### config.mk
export PLATFORM = sky130hd
export DESIGN_NAME = alu8_core
export DESIGN_NICKNAME = d
export VERILOG_FILES = /design/src/rtl/alu8_pkg.sv /design/src/rtl/alu8_arith.sv /design/src/rtl/alu8_logic.sv /design/src/rtl/alu8_wide.sv /design/src/rtl/alu8_core.sv
export SDC_FILE = /design/constraint.sdc
export NUM_CORES = 1
export LEC_CHECK = 0
export CAP_MARGIN = 20
export CORE_AREA = 2 2 92 103
export CTS_CLUSTER_DIAMETER = 120
export DETAILED_ROUTE_END_ITERATION = 12
export DIE_AREA = 0 0 94 105
export DONT_BUFFER_PORTS = 1
export PLACE_DENSITY = 0.71
export SETUP_SLACK_MARGIN = 0.15
export SYNTH_ARGS = -nofsm -noshare
export SYNTH_HDL_FRONTEND = slang
export SYNTH_SLANG_ARGS = --single-unit
### constraint.sdc
create_clock -name clk -period 6.7 [get_ports clk]
set_clock_uncertainty 0.2 [all_clocks]
set_input_delay 1.005 -clock clk [delete_from_list [all_inputs] [get_ports clk]]
set_output_delay 1.005 -clock clk [all_outputs]
set_load 0.01 [all_outputs]
### src/rtl/alu8_pkg.sv
`timescale 1ns/1ps
package alu8_pkg;

  typedef enum logic [3:0] {
    OP_ADD  = 4'd0,
    OP_ADC  = 4'd1,
    OP_SUB  = 4'd2,
    OP_SBB  = 4'd3,
    OP_CMP  = 4'd4,
    OP_AND  = 4'd5,
    OP_OR   = 4'd6,
    OP_XOR  = 4'd7,
    OP_INC  = 4'd8,
    OP_DEC  = 4'd9,
    OP_RLC  = 4'd10,
    OP_RRC  = 4'd11,
    OP_RAL  = 4'd12,
    OP_RAR  = 4'd13,
    OP_WADD = 4'd14,
    OP_WSUB = 4'd15
  } alu_op_e;

  localparam int FW  = 8;
  localparam int NIB = 4;

  localparam int F_S = 7;
  localparam int F_Z = 6;
  localparam int F_H = 4;
  localparam int F_V = 2;
  localparam int F_N = 1;
  localparam int F_C = 0;

  localparam logic [FW-1:0] ROT_CLR = FW'((1 << F_H) | (1 << F_N) | (1 << F_C));

endpackage

### src/rtl/alu8_arith.sv
`timescale 1ns/1ps
module alu8_arith
  import alu8_pkg::*;
#(
  parameter int DW = 8
) (
  input  alu_op_e         op,
  input  logic [DW-1:0]   a,
  input  logic [DW-1:0]   b,
  input  logic            cin,
  output logic [DW-1:0]   res,
  output logic [FW-1:0]   flg
);

  localparam int MSB = DW - 1;
  localparam logic [DW-1:0] MINNEG = {1'b1, {MSB{1'b0}}};
  localparam logic [DW-1:0] ONE    = {{MSB{1'b0}}, 1'b1};

  logic          is_sub;
  logic          cuse;
  logic [DW:0]   sum_w;
  logic [DW:0]   dif_w;
  logic [DW:0]   ext_w;
  logic [DW-1:0] r8;
  logic [DW-1:0] step_w;
  logic          hc;
  logic          ovf;

  always_comb begin
    is_sub = (op == OP_SUB) || (op == OP_SBB) || (op == OP_CMP);
    cuse   = cin && ((op == OP_ADC) || (op == OP_SBB));
    sum_w  = {1'b0, a} + {1'b0, b} + {{DW{1'b0}}, cuse};
    dif_w  = {1'b0, a} - {1'b0, b} - {{DW{1'b0}}, cuse};
    ext_w  = is_sub ? dif_w : sum_w;
    r8     = ext_w[MSB:0];
    hc     = a[NIB] ^ b[NIB] ^ r8[NIB];
    ovf    = is_sub ? ((a[MSB] ^ b[MSB]) & (a[MSB] ^ r8[MSB]))
                    : (~(a[MSB] ^ b[MSB]) & (a[MSB] ^ r8[MSB]));
    step_w = (op == OP_DEC) ? (b - ONE) : (b + ONE);

    flg = '0;
    res = r8;
    case (op)
      OP_INC, OP_DEC: begin
        res      = step_w;
        flg[F_S] = step_w[MSB];
        flg[F_Z] = ~|step_w;
        flg[F_C] = cin;
        if (op == OP_INC) begin
          flg[F_H] = ~|step_w[NIB-1:0];
          flg[F_V] = (step_w == MINNEG);
        end else begin
          flg[F_H] = ~|b[NIB-1:0];
          flg[F_V] = (b == MINNEG);
          flg[F_N] = 1'b1;
        end
      end
      default: begin
        if (op == OP_CMP) res = a;
        flg[F_S] = r8[MSB];
        flg[F_Z] = ~|r8;
        flg[F_H] = hc;
        flg[F_V] = ovf;
        flg[F_N] = is_sub;
        flg[F_C] = ext_w[DW];
      end
    endcase
  end

endmodule

### src/rtl/alu8_logic.sv
`timescale 1ns/1ps
module alu8_logic
  import alu8_pkg::*;
#(
  parameter int DW = 8
) (
  input  alu_op_e         op,
  input  logic [DW-1:0]   a,
  input  logic [DW-1:0]   b,
  input  logic [FW-1:0]   fin,
  output logic [DW-1:0]   res,
  output logic [FW-1:0]   flg
);

  localparam int MSB = DW - 1;

  logic          is_rot;
  logic          cout;
  logic [DW-1:0] lr;

  always_comb begin
    is_rot = op inside {OP_RLC, OP_RRC, OP_RAL, OP_RAR};
    cout   = 1'b0;
    case (op)
      OP_OR:   lr = a | b;
      OP_XOR:  lr = a ^ b;
      OP_RLC:  begin lr = {a[MSB-1:0], a[MSB]};    cout = a[MSB]; end
      OP_RRC:  begin lr = {a[0], a[MSB:1]};        cout = a[0];   end
      OP_RAL:  begin lr = {a[MSB-1:0], fin[F_C]};  cout = a[MSB]; end
      OP_RAR:  begin lr = {fin[F_C], a[MSB:1]};    cout = a[0];   end
      default: lr = a & b;
    endcase

    res = lr;
    if (is_rot) begin
      flg      = fin & ~ROT_CLR;
      flg[F_C] = cout;
    end else begin
      flg      = '0;
      flg[F_S] = lr[MSB];
      flg[F_Z] = ~|lr;
      flg[F_V] = ~^lr;
      flg[F_H] = (op == OP_AND);
    end
  end

endmodule

### src/rtl/alu8_wide.sv
`timescale 1ns/1ps
module alu8_wide
  import alu8_pkg::*;
#(
  parameter int DW = 8
) (
  input  alu_op_e           op,
  input  logic [2*DW-1:0]   wa,
  input  logic [2*DW-1:0]   wb,
  input  logic [FW-1:0]     fin,
  output logic [2*DW-1:0]   wres,
  output logic [FW-1:0]     flg
);

  localparam int MSB = DW - 1;
  localparam int WW  = 2 * DW;

  logic [WW:0]   wsum;
  logic [DW:0]   lo_d;
  logic [DW:0]   hi_d;
  logic [DW-1:0] ah;
  logic [DW-1:0] bh;

  always_comb begin
    wsum = {1'b0, wa} + {1'b0, wb};
    ah   = wa[WW-1:DW];
    bh   = wb[WW-1:DW];
    lo_d = {1'b0, wa[MSB:0]} - {1'b0, wb[MSB:0]};
    hi_d = {1'b0, ah} - {1'b0, bh} - {{DW{1'b0}}, lo_d[DW]};

    if (op == OP_WSUB) begin
      wres     = {hi_d[MSB:0], lo_d[MSB:0]};
      flg      = '0;
      flg[F_S] = hi_d[MSB];
      flg[F_Z] = (~|hi_d[MSB:0]) & (~|lo_d[MSB:0]);
      flg[F_H] = ah[NIB] ^ bh[NIB] ^ hi_d[NIB];
      flg[F_V] = (ah[MSB] ^ bh[MSB]) & (ah[MSB] ^ hi_d[MSB]);
      flg[F_N] = 1'b1;
      flg[F_C] = hi_d[DW];
    end else begin
      wres     = wsum[WW-1:0];
      flg      = fin;
      flg[F_H] = wa[DW+NIB] ^ wb[DW+NIB] ^ wsum[DW+NIB];
      flg[F_C] = wsum[WW];
    end
  end

endmodule

### src/rtl/alu8_core.sv
`timescale 1ns/1ps
module alu8_core
  import alu8_pkg::*;
#(
  parameter int DW = 8
) (
  input  logic              clk,
  input  logic              rst_n,
  input  logic              op_en,
  input  logic [3:0]        op_sel,
  input  logic [DW-1:0]     acc_in,
  input  logic [DW-1:0]     opnd_in,
  input  logic [2*DW-1:0]   wide_a,
  input  logic [2*DW-1:0]   wide_b,
  output logic [DW-1:0]     result,
  output logic [2*DW-1:0]   wide_res,
  output logic [FW-1:0]     flags_q
);

  alu_op_e         op;
  logic [1:0]      rst_sync;
  logic            rst_int_n;
  logic [DW-1:0]   ar_res;
  logic [FW-1:0]   ar_flg;
  logic [DW-1:0]   lg_res;
  logic [FW-1:0]   lg_flg;
  logic [2*DW-1:0] wd_res;
  logic [FW-1:0]   wd_flg;
  logic [FW-1:0]   flag_new;
  logic [FW-1:0]   flag_d;

  assign op = alu_op_e'(op_sel);

  // reset: asserts at once, releases after two clock edges
  always_ff @(posedge clk or negedge rst_n) begin
    if (!rst_n) rst_sync <= 2'b00;
    else        rst_sync <= {rst_sync[0], 1'b1};
  end
  assign rst_int_n = rst_sync[1];

  alu8_arith #(.DW(DW)) u_arith (
    .op (op), .a (acc_in), .b (opnd_in), .cin (flags_q[F_C]),
    .res (ar_res), .flg (ar_flg)
  );

  alu8_logic #(.DW(DW)) u_logic (
    .op (op), .a (acc_in), .b (opnd_in), .fin (flags_q),
    .res (lg_res), .flg (lg_flg)
  );

  alu8_wide #(.DW(DW)) u_wide (
    .op (op), .wa (wide_a), .wb (wide_b), .fin (flags_q),
    .wres (wd_res), .flg (wd_flg)
  );

  always_comb begin
    result   = ar_res;
    wide_res = wide_a;
    flag_new = ar_flg;
    case (op)
      OP_AND, OP_OR, OP_XOR, OP_RLC, OP_RRC, OP_RAL, OP_RAR: begin
        result   = lg_res;
        flag_new = lg_flg;
      end
      OP_WADD, OP_WSUB: begin
        result   = acc_in;
        wide_res = wd_res;
        flag_new = wd_flg;
      end
      default: ;
    endcase
    flag_d = op_en ? flag_new : flags_q;
  end

  always_ff @(posedge clk or negedge rst_int_n) begin
    if (!rst_int_n) flags_q <= '0;
    else            flags_q <= flag_d;
  end

endmodule

==> results.cfg, run 1 <==
[synthesis]
synth_ff_type = dfrtp_1
synth_area_leader_cell = ha_1
avgSynthCellArea_sq_um = 7.39
yosysTopAreaCellShare_pct = 20.0
synth_cells = 668
yosysMostFrequentCell = ha_1
syn-cell-area_sq_um = 4940
synth-edff-count = 0
synth-async-reset-ratio_pct = 100
synth_commonest_cells = ha_1, inv_1, a21oi_1, nor2_1, o21ai_0
ys_seq_elements = 8
synth_area_leaders = ha_1, a21oi_1, xnor2_1
synth_cell_types = 82
seq_area_frac_synth_pct = 4.05
yosysWarnings = 0

[timing]
setup_tns_ns = 0
tightestPinTransition_ns = 0.833
fin_ws_ns = 0.347
slew_violations = 0
hold_viol = 0
holdWs_ns = 0.144
rsz0062_at_grt = no
post-route-period-util_pct = 94.8
finalSetupViolations = 0
max-slew-margin-rel_pct = 44.2
fmax_mhz = 157
fin_crit_ns = 6.35

[critical_path]
reg2reg_setup_slack_ns = 2.86
rr_worst_depth = 15
critPathRequiredTime_ns = 5.49
reg2reg_to = flags_q[0]$_DFFE_PN0P_
rr_startpoint = flags_q[0]$_DFFE_PN0P_
critPathLaunchType = input port
path_max_fanout = 3
crit_arrival_ns = 5.15
critPathKind = input port to output port
crit_start = wide_a[0]
worstSetupEndpointType = output port

[drt]
wire_per_inst_um = 18.5
vias_per_cell = 6.41
vias = 4849
drc_errors = 0
wl_mm = 14.0
drt_pass1_iterations = 5
detail-route-antenna-nets = 0
dr.first_iter.drc_count = 388

[finish]
layout-drive-gt1-share_pct = 6.69
area_delta_synth_final_pct = 0.507
nFillCells = 874
fin_util_pct = 56.5
final_nets = 788
antennaDiodeCount = 0
design_area_sq_um = 4960
layout.cells.non_filler = 757

[die]
dieArea_sq_um = 9870
row_count = 36
die_y_um = 105
core_sq_um = 8780
ios = 87
initial_core_util_pct = 56.2
dieWidth_um = 94

[clock_network]
clk_path_buf_depth = 2
cts_sinks = 8
clock_latency_ns = 0.22
cts.htree.levels = 1
cts_tree = yes
numCtsBuffers = 3
cts_root_buf = clkbuf_8
path_clk_slew_ns = 0.04

[placement]
dp_hpwl_mm = 11.0
dp_slack_ns = 0.234
gp_congestion = 0.958
dp.cells = 751
place_area_sq_um = 4880
io_buffers = 0

[pwr]
power_density_nw_per_um2 = 120
vdd_ir_drop_max_mv = 0.0772
finalPower_mw = 0.595
p_leak_nw = 2.24

[status]
outcome = complete, no violations

[grt]
grt_max_degree = 66
gr-usage-all-layers_pct = 27.5
antenna_found_initial = 0
grt_overflow = 0
grt_pass1_wl_mm = 22.2
first_global_vias = 4550

[min_path]
hold_start = rst_sync[0]$_DFF_PN0_
hold_end = rst_sync[1]$_DFF_PN0_
holdPathStages = 0
worstHoldPathType = flop to flop

[flow_run]
max_cap_viol_count = 0
sequential cells by signal (all words and copies together) (netlist names):
register	count
flags_q	6
rst_sync	2
area by class of cell:
type,count,area (sq um),share of cell area (%)
multi-input combinational,558,4280,86.3
inverter,70,263,5.30
sequential,8,200,4.03
tap,114,143,2.87
clock buffer,3,41.3,0.832
timing repair buffer,4,32.5,0.656
timing repair:
action / CTS / global route
gates resized for setup: 0 / 3
hold buffers: 1 / 0
setup buffers: 0 / 2
setup endpoints to repair: 0 / 1
endpoints found under the hold margin: 6 / 0
report_power, final:
group | internal [mW] | switching (mW) | total [mW]
sequential | 0.0564 | 0.0107 | 0.0671
clock | 0.0388 | 0.0172 | 0.0559
combinational | 0.198 | 0.275 | 0.472
total | 0.293 | 0.303 | 0.595
how the worst max path moves through the flow:
stage | end | slack [ns] | depth (start not counted)
final | wide_res[14] | 0.35 | 20
after global routing | wide_res[14] | 0.15 | 20
after CTS | wide_res[14] | 0.22 | 20
after detailed placement | wide_res[14] | 0.23 | 20
after global placement | wide_res[14] | 0.33 | 20
after floorplan | wide_res[14] | 0.62 | 20
routing by layer:
layer  share of wire, %  track usage [%]
met5                  0                0
met4                2.3             6.52
met3                8.3             4.83
met2                 48             47.6
met1                 41             35.1
cell families after synthesis:
family                     share of synthesized area, %
AOI/OAI and AO/OA                                  30.9
and+or+nand+nor                                    19.4
buffers and inverters                              9.66
adders and majority gates                          23.7
xor gates and xnor gates                           8.67
muxes                                              3.45
DFF                                                4.05
other                                             0.152
critical path, stage by stage:
cell	delay (ns)
inv_1	0.02
ha_1	0.21
fa_2	0.38
nand2b_1	0.17
a21oi_2	0.22
a21o_1	0.15
a21o_2	0.15
a21oi_1	0.07
o21bai_1	0.18
fa_1	0.46
ha_1	0.20
or2_2	0.28
fa_1	0.42
nand2b_1	0.19
a2111o_1	0.44
nand2_1	0.11
xor2_2	0.16
nor2_1	0.06
a21oi_1	0.12
o41ai_1	0.15
placed cells by master (no fill, tap or decap), types with 6 or more instances in the layout:
| cell type | count |
|---|---|
| ha_1 | 79 |
| inv_1 | 69 |
| a21oi_1 | 65 |
| nor2_1 | 55 |
| o21ai_0 | 47 |
| nand2_1 | 45 |
| xnor2_1 | 34 |
| mux2i_1 | 17 |
| a211oi_1 | 13 |
| xor2_1 | 12 |
| nand2b_1 | 11 |
| nor3_1 | 11 |
| o221ai_1 | 11 |
| a22oi_1 | 11 |
| o21bai_1 | 10 |
| a21o_1 | 9 |
| fa_1 | 8 |
| dfrtp_1 | 8 |
| nor2b_1 | 7 |
| nand4_1 | 7 |
| nand3_1 | 7 |
| nand3b_1 | 6 |
(Power assumes the default switching activity.)
==> run 2, diff against run 1 <==
- PLACE_DENSITY: 0.71 -> 0.73
==> results.cfg, run 2 (synthesis results as in run 1) <==
[timing]
post-route-period-util_pct = 93.1
setup_tns_ns = 0
fmax_mhz = 160
slew_violations = 0
tightestPinTransition_ns = 0.768
rsz0062_at_grt = no
hold_viol = 0
fin_ws_ns = 0.462
fin_crit_ns = 6.24
max-slew-margin-rel_pct = 48.6
finalSetupViolations = 0

[drt]
drt_pass1_iterations = 5
wl_mm = 14.0
vias_per_cell = 6.43
wire_per_inst_um = 18.5
drc_errors = 0
detail-route-antenna-nets = 0
vias = 4870
dr.first_iter.drc_count = 343

[clock_network]
clk_path_buf_depth = 2
clock_latency_ns = 0.23
numCtsBuffers = 3
path_clk_slew_ns = 0.04
cts_root_buf = clkbuf_8
cts_tree = yes
cts_sinks = 8
cts.htree.levels = 1

[grt]
gr-usage-all-layers_pct = 27.9
grt_overflow = 0
met1_usage_pct = 34.6
use_met3_pct = 4.83
grt_max_degree = 66
first_global_vias = 4748
use_met2_pct = 48.5
antenna_found_initial = 0
grt.busiest_layer = met2
grt_pass1_wl_mm = 22.6

[finish]
largestRegisters = flags_q: 6 flops, rst_sync: 2 flops
layout.cells.non_filler = 757
final_cell_mix = ha_1, inv_1, a21oi_1
antennaDiodeCount = 0
final_common_cell = ha_1
final_nets = 788
area_delta_synth_final_pct = 0.760
layout-drive-gt1-share_pct = 7.15
regMostFlops = flags_q
largest_reg_flops = 6

[die]
initial_core_util_pct = 56.2
die_y_um = 105
core_sq_um = 8780
row_count = 36
dieWidth_um = 94
dieArea_sq_um = 9870
ios = 87

[placement]
dp_slack_ns = 0.255
gp_congestion = 0.967
dp_hpwl_mm = 11.1
dp.cells = 752
io_buffers = 0

[critical_path]
critPathLaunchType = input port
critPathRequiredTime_ns = 5.49
cp.buffers_inverters = 2
cpPeakStageDelay_ns = 0.56
critical_path.cell_chain = inv_1 -> ha_1 -> fa_2 -> nand2b_1 -> a21oi_2 -> a21o_1 -> a21o_2 -> a21oi_1 -> o21bai_2 -> fa_1 -> inv_1 -> ha_1 -> or2_2 -> fa_2 -> nand2b_1 -> a2111o_1 -> nand2_1 -> xor2_2 -> nor2_1 -> a21oi_2 -> o41ai_2
critPathSlowestCell = fa_1
path_max_fanout = 3
crit_arrival_ns = 5.03
crit_family = adder cells
worstSetupEndpointType = output port
critPathKind = input port to output port

[pwr]
p_leak_nw = 2.24
power_density_nw_per_um2 = 119
vdd_ir_drop_max_mv = 0.0586

[min_path]
worstHoldPathType = flop to flop

[status]
outcome = complete, no violations

[flow_run]
max_cap_viol_count = 0
## run 2: cell counts in the layout (fill, tap and decap cells not counted)
No cell type changed its count.
## run 2: through the flow
| step | hold slack (ns) | power, mW | util, % | area (sq um) |
|---|---|---|---|---|
| 2_1_floorplan | -0.132 | 0.456 | - | 4940 |
| 3_3_place_gp | -0.112 | 0.518 | 55.6 | 4880 |
| 3_5_place_dp | -0.106 | 0.525 | 55.6 | 4880 |
| 4_1_cts | 0.149 | 0.586 | 56.2 | 4940 |
| 5_1_grt | 0.156 | 0.653 | 56.6 | 4970 |
| 6_report | 0.145 | 0.594 | 56.6 | 4970 |
## run 2: per-layer routing
metal / routed length [um] / vias to the layer above
met5: 0 / -
met2: 6780 / 218
met4: 427 / 0
met1: 5640 / 2266
met3: 1160 / 33
li1: - / 2353
## run 2: worst paths after layout
kind	startpoint	to	slack, ns	cells past startpoint
max reg2reg	flags_q[0]$_DFFE_PN0P_	flags_q[0]$_DFFE_PN0P_	2.87	15
max in group asynchronous	rst_sync[1]$_DFF_PN0_	flags_q[0]$_DFFE_PN0P_	5.63	1
min in group asynchronous	rst_n	rst_sync[1]$_DFF_PN0_	0.27	0
min	rst_sync[0]$_DFF_PN0_	rst_sync[1]$_DFF_PN0_	0.14	0
min reg2reg	rst_sync[0]$_DFF_PN0_	rst_sync[1]$_DFF_PN0_	0.14	0
max	wide_a[0]	wide_res[14]	0.46	21
## run 2: final cells by class
type	instances	area, sq um
multi-input cells	558	4300
fillers	862	3810
inverters	70	263
flip-flops and latches	8	200
well taps	114	143
clock buffers	3	41.3
repair buffers	4	32.5
## run 2: report_power, final
group / switching (mW) / total [mW] / internal (mW)
clock network: 0.0172 / 0.0560 / 0.0388
logic: 0.273 / 0.471 / 0.198
registers: 0.0107 / 0.0671 / 0.0564
## run 2: timing repair
| item | CTS | global route |
|---|---|---|
| endpoints found under the hold margin | 6 | 0 |
| gates resized for setup | 0 | 7 |
| hold buffers | 1 | 0 |
| endpoints found under the setup margin | 0 | 1 |
| setup buffers | 0 | 1 |
